<file path="config.mk">
export PLATFORM = sky130hd
export DESIGN_NAME = sdiv_timed_unit
export DESIGN_NICKNAME = d
export VERILOG_FILES = /design/src/rtl/sdiv_pkg.sv /design/src/rtl/sdiv_operand_prep.sv /design/src/rtl/sdiv_restore_core.sv /design/src/rtl/sdiv_cycle_cost.sv /design/src/rtl/sdiv_timed_unit.sv
export SDC_FILE = /design/constraint.sdc
export NUM_CORES = 1
export LEC_CHECK = 0
export ABC_AREA = 1
export CAP_MARGIN = 15
export CORE_AREA = 2 2 169 122
export DETAILED_ROUTE_END_ITERATION = 16
export DIE_AREA = 0 0 171 124
export PLACE_DENSITY = 0.81
export SETUP_SLACK_MARGIN = 0.3
export SYNTH_ARGS = -nofsm -noshare
export SYNTH_HDL_FRONTEND = slang
export SYNTH_SLANG_ARGS = --single-unit
</file>
<file path="constraint.sdc">
create_clock -name clk -period 9.8 [get_ports clk]
set_clock_uncertainty 0.15 [all_clocks]
set_input_delay 1.96 -clock clk [delete_from_list [all_inputs] [get_ports clk]]
set_output_delay 1.96 -clock clk [all_outputs]
set_load 0.02 [all_outputs]
</file>
<file path="src/rtl/sdiv_pkg.sv">
// Shared types for the timed signed divide unit.
// Assumes nothing beyond IEEE 1800-2017 packed types.
package sdiv_pkg;

    // Control sequencer states
    typedef enum logic [1:0] {
        ST_IDLE   = 2'd0,
        ST_DIVIDE = 2'd1,
        ST_WAIT   = 2'd2
    } sdiv_state_e;

    // Condition flag group written at completion
    typedef struct packed {
        logic v;
        logic n;
        logic z;
        logic c;
    } sdiv_flags_t;

endpackage

</file>
<file path="src/rtl/sdiv_operand_prep.sv">
// Operand preparation: takes the magnitudes and signs of both operands,
// detects a zero divisor, and decides overflow before any division.
// Assumes DD_W = 2*DS_W so the quotient width equals the divisor width.
// Overflow means the magnitude quotient needs more than QW-1 bits.
module sdiv_operand_prep #(
    parameter int DD_W = 32,
    parameter int DS_W = 16
) (
    input  logic [DD_W-1:0] dividend,
    input  logic [DS_W-1:0] divisor,
    output logic [DD_W-1:0] dd_mag,
    output logic [DS_W-1:0] ds_mag,
    output logic            dd_neg,
    output logic            ds_neg,
    output logic            ds_zero,
    output logic            ovf
);
    localparam int QW = DD_W - DS_W;

    logic [DD_W-1:0] dd_hi;

    // Sign extraction and two's-complement magnitude of each operand
    always_comb begin
        dd_neg = dividend[DD_W-1];
        ds_neg = divisor[DS_W-1];
        dd_mag = dd_neg ? (~dividend + 1'b1) : dividend;
        ds_mag = ds_neg ? (~divisor + 1'b1) : divisor;
        ds_zero = (divisor == '0);
    end

    // Quotient >= 2^(QW-1) exactly when floor(|dd| / 2^(QW-1)) >= |ds|
    always_comb begin
        dd_hi = dd_mag >> (QW - 1);
        ovf = (dd_hi >= {{QW{1'b0}}, ds_mag});
    end

endmodule

</file>
<file path="src/rtl/sdiv_restore_core.sv">
// Unsigned restoring divider, one quotient bit per clock.
// Assumes the magnitude quotient fits in QW bits, so the upper DS_W bits of
// the dividend are already smaller than the divisor (overflow excluded).
// Loads on 'load', then runs QW steps; 'last' marks the final step.
module sdiv_restore_core #(
    parameter int DD_W = 32,
    parameter int DS_W = 16
) (
    input  logic                  clk,
    input  logic                  rst_n,
    input  logic                  load,
    input  logic [DD_W-1:0]       dd_mag,
    input  logic [DS_W-1:0]       ds_mag,
    output logic [DD_W-DS_W-1:0]  quo,
    output logic [DS_W-1:0]       rem,
    output logic                  last
);
    localparam int QW = DD_W - DS_W;
    localparam int SW = $clog2(QW + 1);

    logic [SW-1:0]   steps_q;
    logic [DS_W-1:0] rem_q;
    logic [QW-1:0]   sh_q;
    logic [DS_W:0]   trial;
    logic [DS_W:0]   diff;
    logic            fits;

    // Trial subtraction of the divisor from the shifted partial remainder
    always_comb begin
        trial = {rem_q, sh_q[QW-1]};
        diff  = trial - {1'b0, ds_mag};
        fits  = (trial >= {1'b0, ds_mag});
    end

    // Load operands or perform one restoring step per cycle
    always_ff @(posedge clk) begin
        if (!rst_n) begin
            steps_q <= '0;
            rem_q   <= '0;
            sh_q    <= '0;
        end else if (load) begin
            steps_q <= SW'(QW);
            rem_q   <= dd_mag[DD_W-1:QW];
            sh_q    <= dd_mag[QW-1:0];
        end else if (steps_q != '0) begin
            steps_q <= steps_q - 1'b1;
            rem_q   <= fits ? diff[DS_W-1:0] : trial[DS_W-1:0];
            sh_q    <= {sh_q[QW-2:0], fits};
        end
    end

    assign quo  = sh_q;
    assign rem  = rem_q;
    assign last = (steps_q == SW'(1));

endmodule

</file>
<file path="src/rtl/sdiv_cycle_cost.sv">
// Cycle cost model of the legacy signed divide.
// Assumes 'quo' is the settled magnitude quotient (ignored on overflow).
// Counts zero bits QW-1..1 of the quotient; bit 0 never contributes.
module sdiv_cycle_cost #(
    parameter int QW            = 16,
    parameter int CNT_W         = 8,
    parameter int BASE_CYC      = 12,
    parameter int NEG_DD_CYC    = 2,
    parameter int ZERO_BIT_CYC  = 2,
    parameter int LOOP_CYC      = 104,
    parameter int NEG_DS_TAIL   = 2,
    parameter int NEG_DD_TAIL   = 4,
    parameter int OVF_CYC       = 12
) (
    input  logic [QW-1:0]    quo,
    input  logic             dd_neg,
    input  logic             ds_neg,
    input  logic             ovf,
    output logic [CNT_W-1:0] cost
);
    logic [QW-1:1]    zero_bits;
    logic [CNT_W-1:0] zero_cnt;
    logic [CNT_W-1:0] head;
    logic [CNT_W-1:0] tail;

    // One zero-detect cell per counted quotient bit
    for (genvar g = 1; g < QW; g++) begin : g_zero
        assign zero_bits[g] = ~quo[g];
    end

    // Population count of the zero bits
    always_comb begin
        zero_cnt = '0;
        for (int i = 1; i < QW; i++) begin
            zero_cnt = zero_cnt + {{(CNT_W-1){1'b0}}, zero_bits[i]};
        end
    end

    // Sign-dependent entry and exit charges
    always_comb begin
        head = dd_neg ? CNT_W'(BASE_CYC + NEG_DD_CYC) : CNT_W'(BASE_CYC);
        if (ds_neg) begin
            tail = CNT_W'(NEG_DS_TAIL);
        end else if (dd_neg) begin
            tail = CNT_W'(NEG_DD_TAIL);
        end else begin
            tail = '0;
        end
    end

    // Total cost; overflow takes a fixed exit
    always_comb begin
        if (ovf) begin
            cost = CNT_W'(OVF_CYC);
        end else begin
            cost = head + zero_cnt * CNT_W'(ZERO_BIT_CYC) + CNT_W'(LOOP_CYC) + tail;
        end
    end

endmodule

</file>
<file path="src/rtl/sdiv_timed_unit.sv">
// Timed signed divide unit: DD_W-bit dividend by DS_W-bit divisor, packed
// remainder:quotient result, V/N/Z/C flags, and a completion pulse placed
// at the data-dependent legacy cycle cost.
// Assumes start is only honoured while idle; results hold between operations.
module sdiv_timed_unit
    import sdiv_pkg::*;
#(
    parameter int DD_W          = 32,
    parameter int DS_W          = 16,
    parameter int CNT_W         = 8,
    parameter int BASE_CYC      = 12,
    parameter int NEG_DD_CYC    = 2,
    parameter int ZERO_BIT_CYC  = 2,
    parameter int LOOP_CYC      = 104,
    parameter int NEG_DS_TAIL   = 2,
    parameter int NEG_DD_TAIL   = 4,
    parameter int OVF_CYC       = 12
) (
    input  logic             clk,
    input  logic             rst_n,
    input  logic             start,
    input  logic [DD_W-1:0]  dividend,
    input  logic [DS_W-1:0]  divisor,
    output logic             busy,
    output logic             done,
    output logic             div_zero,
    output logic [DD_W-1:0]  result,
    output logic             ovf_flag,
    output logic             neg_flag,
    output logic             zero_flag,
    output logic             carry_flag,
    output logic [CNT_W-1:0] cycles
);
    localparam int QW = DD_W - DS_W;

    sdiv_state_e      state_q;
    logic [CNT_W-1:0] elapsed_q;
    logic [DD_W-1:0]  dd_q;
    logic [QW-1:0]    dd_mag_lo_q;
    logic [DS_W-1:0]  ds_mag_q;
    logic             dd_neg_q;
    logic             ds_neg_q;
    logic             ovf_q;

    logic [DD_W-1:0]  p_dd_mag;
    logic [DS_W-1:0]  p_ds_mag;
    logic             p_dd_neg;
    logic             p_ds_neg;
    logic             p_ds_zero;
    logic             p_ovf;

    logic [QW-1:0]    core_quo;
    logic [DS_W-1:0]  core_rem;
    logic             core_last;
    logic [CNT_W-1:0] cost;

    logic             accept;
    logic             finish;
    logic [QW-1:0]    q_signed;
    logic [DS_W-1:0]  r_signed;

    logic [DD_W-1:0]  result_q;
    sdiv_flags_t      flags_q;
    logic [CNT_W-1:0] cycles_q;
    logic             done_q;
    logic             dz_q;

    sdiv_operand_prep #(
        .DD_W (DD_W),
        .DS_W (DS_W)
    ) u_prep (
        .dividend (dividend),
        .divisor  (divisor),
        .dd_mag   (p_dd_mag),
        .ds_mag   (p_ds_mag),
        .dd_neg   (p_dd_neg),
        .ds_neg   (p_ds_neg),
        .ds_zero  (p_ds_zero),
        .ovf      (p_ovf)
    );

    sdiv_restore_core #(
        .DD_W (DD_W),
        .DS_W (DS_W)
    ) u_core (
        .clk    (clk),
        .rst_n  (rst_n),
        .load   (accept && !p_ds_zero && !p_ovf),
        .dd_mag (p_dd_mag),
        .ds_mag (ds_mag_q),
        .quo    (core_quo),
        .rem    (core_rem),
        .last   (core_last)
    );

    sdiv_cycle_cost #(
        .QW           (QW),
        .CNT_W        (CNT_W),
        .BASE_CYC     (BASE_CYC),
        .NEG_DD_CYC   (NEG_DD_CYC),
        .ZERO_BIT_CYC (ZERO_BIT_CYC),
        .LOOP_CYC     (LOOP_CYC),
        .NEG_DS_TAIL  (NEG_DS_TAIL),
        .NEG_DD_TAIL  (NEG_DD_TAIL),
        .OVF_CYC      (OVF_CYC)
    ) u_cost (
        .quo    (core_quo),
        .dd_neg (dd_neg_q),
        .ds_neg (ds_neg_q),
        .ovf    (ovf_q),
        .cost   (cost)
    );

    // Handshake decode: accept when idle, finish when the cost has elapsed
    always_comb begin
        accept = start && (state_q == ST_IDLE);
        finish = (state_q == ST_WAIT) && (elapsed_q == cost - CNT_W'(1));
    end

    // Apply signs after the unsigned divide: quotient by sign difference,
    // remainder by dividend sign
    always_comb begin
        q_signed = (dd_neg_q ^ ds_neg_q) ? (~core_quo + 1'b1) : core_quo;
        r_signed = dd_neg_q ? (~core_rem + 1'b1) : core_rem;
    end

    // Sequencer: idle -> divide -> wait, with an elapsed-cycle counter
    always_ff @(posedge clk) begin
        if (!rst_n) begin
            state_q   <= ST_IDLE;
            elapsed_q <= '0;
        end else begin
            unique case (state_q)
                ST_IDLE: begin
                    if (accept) begin
                        elapsed_q <= CNT_W'(1);
                        if (p_ds_zero) begin
                            state_q <= ST_IDLE;
                        end else if (p_ovf) begin
                            state_q <= ST_WAIT;
                        end else begin
                            state_q <= ST_DIVIDE;
                        end
                    end
                end
                ST_DIVIDE: begin
                    elapsed_q <= elapsed_q + 1'b1;
                    if (core_last) begin
                        state_q <= ST_WAIT;
                    end
                end
                ST_WAIT: begin
                    elapsed_q <= elapsed_q + 1'b1;
                    if (finish) begin
                        state_q <= ST_IDLE;
                    end
                end
                default: begin
                    state_q <= ST_IDLE;
                end
            endcase
        end
    end

    // Capture operand attributes at acceptance
    always_ff @(posedge clk) begin
        if (!rst_n) begin
            dd_q        <= '0;
            dd_mag_lo_q <= '0;
            ds_mag_q    <= '0;
            dd_neg_q    <= 1'b0;
            ds_neg_q    <= 1'b0;
            ovf_q       <= 1'b0;
        end else if (accept) begin
            dd_q        <= dividend;
            dd_mag_lo_q <= p_dd_mag[QW-1:0];
            ds_mag_q    <= p_ds_mag;
            dd_neg_q    <= p_dd_neg;
            ds_neg_q    <= p_ds_neg;
            ovf_q       <= p_ovf && !p_ds_zero;
        end
    end

    // Completion: write result, flags, cost and the done pulse
    always_ff @(posedge clk) begin
        if (!rst_n) begin
            result_q <= '0;
            flags_q  <= '0;
            cycles_q <= '0;
            done_q   <= 1'b0;
            dz_q     <= 1'b0;
        end else begin
            done_q <= 1'b0;
            dz_q   <= 1'b0;
            if (accept && p_ds_zero) begin
                done_q   <= 1'b1;
                dz_q     <= 1'b1;
                cycles_q <= CNT_W'(1);
            end else if (finish) begin
                done_q   <= 1'b1;
                cycles_q <= cost;
                if (ovf_q) begin
                    result_q <= dd_q;
                    flags_q  <= '{v: 1'b1, n: dd_mag_lo_q[QW-1],
                                  z: (dd_mag_lo_q == '0), c: 1'b0};
                end else begin
                    result_q <= {r_signed, q_signed};
                    flags_q  <= '{v: 1'b0, n: q_signed[QW-1],
                                  z: (q_signed == '0), c: 1'b0};
                end
            end
        end
    end

    assign busy       = (state_q != ST_IDLE);
    assign done       = done_q;
    assign div_zero   = dz_q;
    assign result     = result_q;
    assign ovf_flag   = flags_q.v;
    assign neg_flag   = flags_q.n;
    assign zero_flag  = flags_q.z;
    assign carry_flag = flags_q.c;
    assign cycles     = cycles_q;

endmodule

</file>
---- After elaboration in Yosys (flattened, before gate mapping) ----
Cells that the tools add are included.
Widths: inputs -> output; s select.
storage, ports and cells
  input port bits ......................... 51
  output and inout bits ................... 47
  bits in registers ....................... 160
  logic and storage cells ................. 130
operators by class
  multiplexer cells ....................... 30
  reduce and logical (&&, ||, !) cells .... 23
  $add $sub $neg .......................... 25
  bitwise gates (word level) .............. 22
  $lt $le $gt $ge ......................... 2
  eq/ne operators ......................... 7
operator list
  operator               count
  $mux 16                8
  $add 7x1->7            13
  $mux 32                2
  $add 16x1->16 const B  3
  $logic_not 16->1       3
  $not 16->16            3
  $ge 17x16->1           2
  $add 32x1->32 const B  1
  $not 32->32            1
  $mux 8                 3
  $not 1->1              17
  $add 8x8->8            2
  $pmux 8 s2             1
  $sub 16x16->16         1
  $mux 2                 6
  $mux 5                 2
  $add 8x1->8 const B    1
  $add 8x7->8 const B    1
  $eq 8x8->1             1
  $reduce_bool 2->1      4
  $sub 8x1->8 const B    1
  $logic_and 1x1->1      6
  $ne 2x2->1 const B     3
  $pmux 2 s3             1
  other kinds (15)       23

---- Longest topological paths before layout ----
  depth after elaboration ................. 24
  gate-level depth with buffers ........... 30
  gate-level depth less buffers ........... 29

---- Hierarchy ----
From an unflattened synthesis, not the netlist that was laid out.
unflattened totals
  cell total of the unflattened synthesis .. 1837
  area total of the unflattened synthesis .. 11631.2 um^2
by module, submodules not included
  module             area each (um^2)  cells each  seq. area each (um^2)  times used
  sdiv_timed_unit    6110.9            942         2442.3                 1
  sdiv_restore_core  3031.7            472         740.7                  1
  sdiv_operand_prep  1955.6            357         0.0                    1
  sdiv_cycle_cost    533.0             66          0.0                    1

---- Least setup slack after synthesis ----
No wires, ideal clock.
  path kind ............................... reg-to-reg
  start point ............................. register u_core.sh_q[2] (netlist: u_core.quo[2])
  end point ............................... register result_q[28] (netlist: result[28])
  stages on the path, launching flop included .. 28
  buffers on the path ..................... 1
  clock period less this slack ............ 5969 ps
  data required time ...................... 9518 ps
  library setup time ...................... 132 ps
  arrival time ............................ 5687 ps
  slack ................................... 3831 ps
  cells stage by stage .................... dfxtp_1 inv_1 ha_1 fa_1 fa_1 fa_1 fa_1 ha_1 inv_1 fa_1 ha_1 inv_1 ha_1 fa_1 nor2_1 inv_1 nor3_1 nand2_1 inv_1 nand2_1 xnor2_1 nor2_1 nand2_2 nor2_4 nand2_2 buf_2 nand2_1 a21oi_2
on the way
  word-level cells in the longest chain between the ends .. 23
ends and longest elaborated chain
  item                               RTL line                 RTL
  start: declaration                 sdiv_restore_core.sv:23  logic [QW-1:0] sh_q;
  start signal: assignment           sdiv_restore_core.sv:44  sh_q <= dd_mag[QW-1:0];
  start signal: assignment           sdiv_restore_core.sv:48  sh_q <= {sh_q[QW-2:0], fits};
  $not 1->1                          sdiv_cycle_cost.sv:28    assign zero_bits[g] = ~quo[g];
  $add 1x1->2                        sdiv_cycle_cost.sv:35    zero_cnt = zero_cnt + {{(CNT_W-1){1'b0}}, zero_bits[i]};
  $add 7x1->7 (13 in series)         sdiv_cycle_cost.sv:35
  $add 8x8->8                        sdiv_cycle_cost.sv:56    cost = head + zero_cnt * CNT_W'(ZERO_BIT_CYC) + CNT_W'(LOOP_CYC) + tail;
  $add 8x7->8                        sdiv_cycle_cost.sv:56
  $add 8x8->8                        sdiv_cycle_cost.sv:56
  $mux 8                             sdiv_cycle_cost.sv:53    if (ovf) begin
  $sub 8x1->8                        sdiv_timed_unit.sv:117   finish = (state_q == ST_WAIT) && (elapsed_q == cost - CNT_W'(1));
  $eq 8x8->1                         sdiv_timed_unit.sv:117
  $logic_and 1x1->1                  sdiv_timed_unit.sv:117
  $reduce_and 2->1 (no source line)  -
  end signal: assignment             sdiv_timed_unit.sv:203   result_q <= dd_q;
  end signal: assignment             sdiv_timed_unit.sv:207   result_q <= {r_signed, q_signed};
  end: declaration                   sdiv_timed_unit.sv:62    logic [DD_W-1:0] result_q;
No other way between the ends.
A chain may end at the register's enable or synchronous reset.

---- Final worst setup path ----
  start point ............................. register u_core.sh_q[2] (netlist: u_core.quo[2])
  end point ............................... register result_q[25] (netlist: result[25])
The elaborated chain is that of the path after synthesis.

==> impl_metrics.tcl <==
set metrics [dict create \
    status "finished clean" \
    synth-edff-count 0 \
    clkTransAtPathRegs_ps 70 \
    post_drt_wl_per_cell_um 16.3 \
    portBuffers 96 \
    syn_area_um2 10600 \
    n_fill_cell 1791 \
    drt_first_pass_iters 6 \
    antenna_cells 0 \
    critPathLaunchType "flop" \
    syn_to_final_growth_pct 15.2 \
    boundaryPins 98 \
    cts_max_level 4 \
    cts_resized 0 \
    synth.yosys.seq_area_share_pct 29.7 \
    post_cts_buffers 0 \
    fin_util_pct 62.6 \
    required_ps 9950 \
    slew_headroom_pct 30.5 \
    drv_cap 0 \
    grt_max_degree 78 \
    slowest_delay_ps 560 \
    vias 10600 \
    netlist_top_cells_count "nand2_1, inv_1, nor2_1" \
    nets 1750 \
    synth_cells 1577 \
    fp.coreArea_um2 19500 \
    critPathArrivalTime_ps 7110 \
    cts_buffer_depth 2 \
    path_class "flop to flop" \
    cts_tree "yes" \
    synthTopCellsByArea "dfxtp_1, nand2_1, o21ai_0, ha_1, inv_1" \
    critPathMostFrequentCell "fa_1" \
    ys_warn_count 0 \
    worst_slew_pin_slew_ps 1040 \
    yosys.area.top_type "dfxtp_1" \
    hold_violations 0 \
    die-width_um 171 \
    postCtsHoldBufs 0 \
    layout-drive-gt1-share_pct 6.08 \
    place_congestion 0.978 \
    cts.sinks 157 \
    fmax_mhz 144 \
    finalWirelength_um 31200 \
    synth_nets 1696 \
    drt_iter0_markers 1243 \
    grtUsageTotal_pct 30.2 \
    gr-total-overflow 0 \
    synth_async_sr_flop_share_pct 0 \
    dp_hpwl_um 23500 \
    critPathMaxFanout 46 \
    period_share_pct 71.0 \
    rows 43 \
    drcViolationCount 0 \
    ys_seq_elements 157 \
    hold_path_class "flop to flop" \
    synth_top_area_share_pct 29.7 \
    grt_pass1_wl_um 49700 \
    yosysMostFrequentCell "nand2_1" \
    avgSynthCellArea_um2 6.71 \
    ys.flop_type "dfxtp_1" \
    routed_via_density 5.55 \
    drtAntennaViolNets 0 \
    start_util_pct 54.4 \
    tns_ps 0 \
    cts-root-buf "clkbuf_16" \
    dieArea_um2 21200 \
    antenna_found_initial 0 \
    die_h_um 124 \
    finalCriticalPeriod_ps 6960 \
    hold_slack_ps 312 \
    cts_buffers 17 \
    synth_cell_types 53 \
    crit_buf_inv 6 \
    critical_path.top_delay_family "adder cells" \
    clkLatencyLatePin_ps 450 \
    setup_viol 0 \
    grt_pass1_vias 9409 \
    rsz0062_at_grt "no" \
    worst_setup_path_end_kind "flop" \
    slew_viol_final 0 \
    cp_slowest_cell "fa_1" \
]
## metal layers
metal	wire length [um]	GRT usage (%)	share of wire, %	up-vias
met1	14800	46.7	47	4839
met5	0	0	0	-
met2	12100	41.2	39	542
met3	3930	8.45	13	30
li1	-	-	-	5206
met4	340	6.04	1.1	0
## per-stage QoR
stage / area (um^2) / setup slack [ps] / instances
floorplan: 10600 / 3830 / 1577
global route: 12200 / 2430 / 1914
detailed placement: 11600 / 2670 / 1882
finish: 12200 / 2840 / 1914
global placement: 11600 / 2700 / 1882
CTS: 12200 / 2910 / 1914
## final timing paths
path	start	end	slack, ps	cells past startpoint
worst max-delay path	u_core.quo[2]	result[25]	2840	27
worst min-delay path	result[23]	result[23]	310	2
worst max register to register	u_core.quo[2]	result[25]	2840	27
worst min register to register	result[23]	result[23]	310	2
## logic make-up after synthesis
| group | after synthesis | share of synthesized area (%) |
|---|---|---|
| adder cells (fa/ha/maj) | 68 | 8.89 |
| AO/OA/AOI/OAI | 328 | 16.4 |
| other | 1 | 0.0354 |
| XOR/XNOR | 78 | 6.45 |
| buffers and inverters | 260 | 10.0 |
| AND/OR/NAND/NOR | 685 | 28.5 |
| flip-flops | 157 | 29.7 |
## flip-flops by register name, summed over array words and instances, names as in the netlist
name,count
cycles,8
ovf_q,1
done,1
u_core.rem,16
u_core.quo,16
neg_flag,1
elapsed_q,8
result,32
dd_mag_lo_q,15
ds_neg_q,1
zero_flag,1
u_core.steps_q,5
ds_mag_q,16
state_q,2
div_zero,1
dd_q,32
ovf_flag,1
## area by class of cell
type | instances | area (um^2) | area share (%)
timing repair buffer | 104 | 1020 | 8.33
sequential | 157 | 3140 | 25.8
inverter | 191 | 718 | 5.89
tap | 270 | 338 | 2.77
multi-input combinational | 1160 | 6390 | 52.4
clock inverter | 15 | 170 | 1.39
clock buffer | 17 | 425 | 3.49
## cell usage in the layout, fill, tap and decap left out, types with 20 or more instances in the layout
cell,count
xor2_1,58
a21oi_1,136
nor3_1,35
nor2_1,181
nand3_2,27
inv_1,185
dfxtp_1,157
clkdlybuf4s50_1,95
nand2_1,324
o21ai_0,154
xnor2_1,20
nand3_1,70
ha_1,56
## worst min-delay path: stages, from the launching register on
cell and delay [ps]:
dfxtp_1 310, nand2_1 60, a21oi_1 50
Power is not shown: default switching activity piles up to over one toggle a cycle in this logic, so the estimate is an artifact.
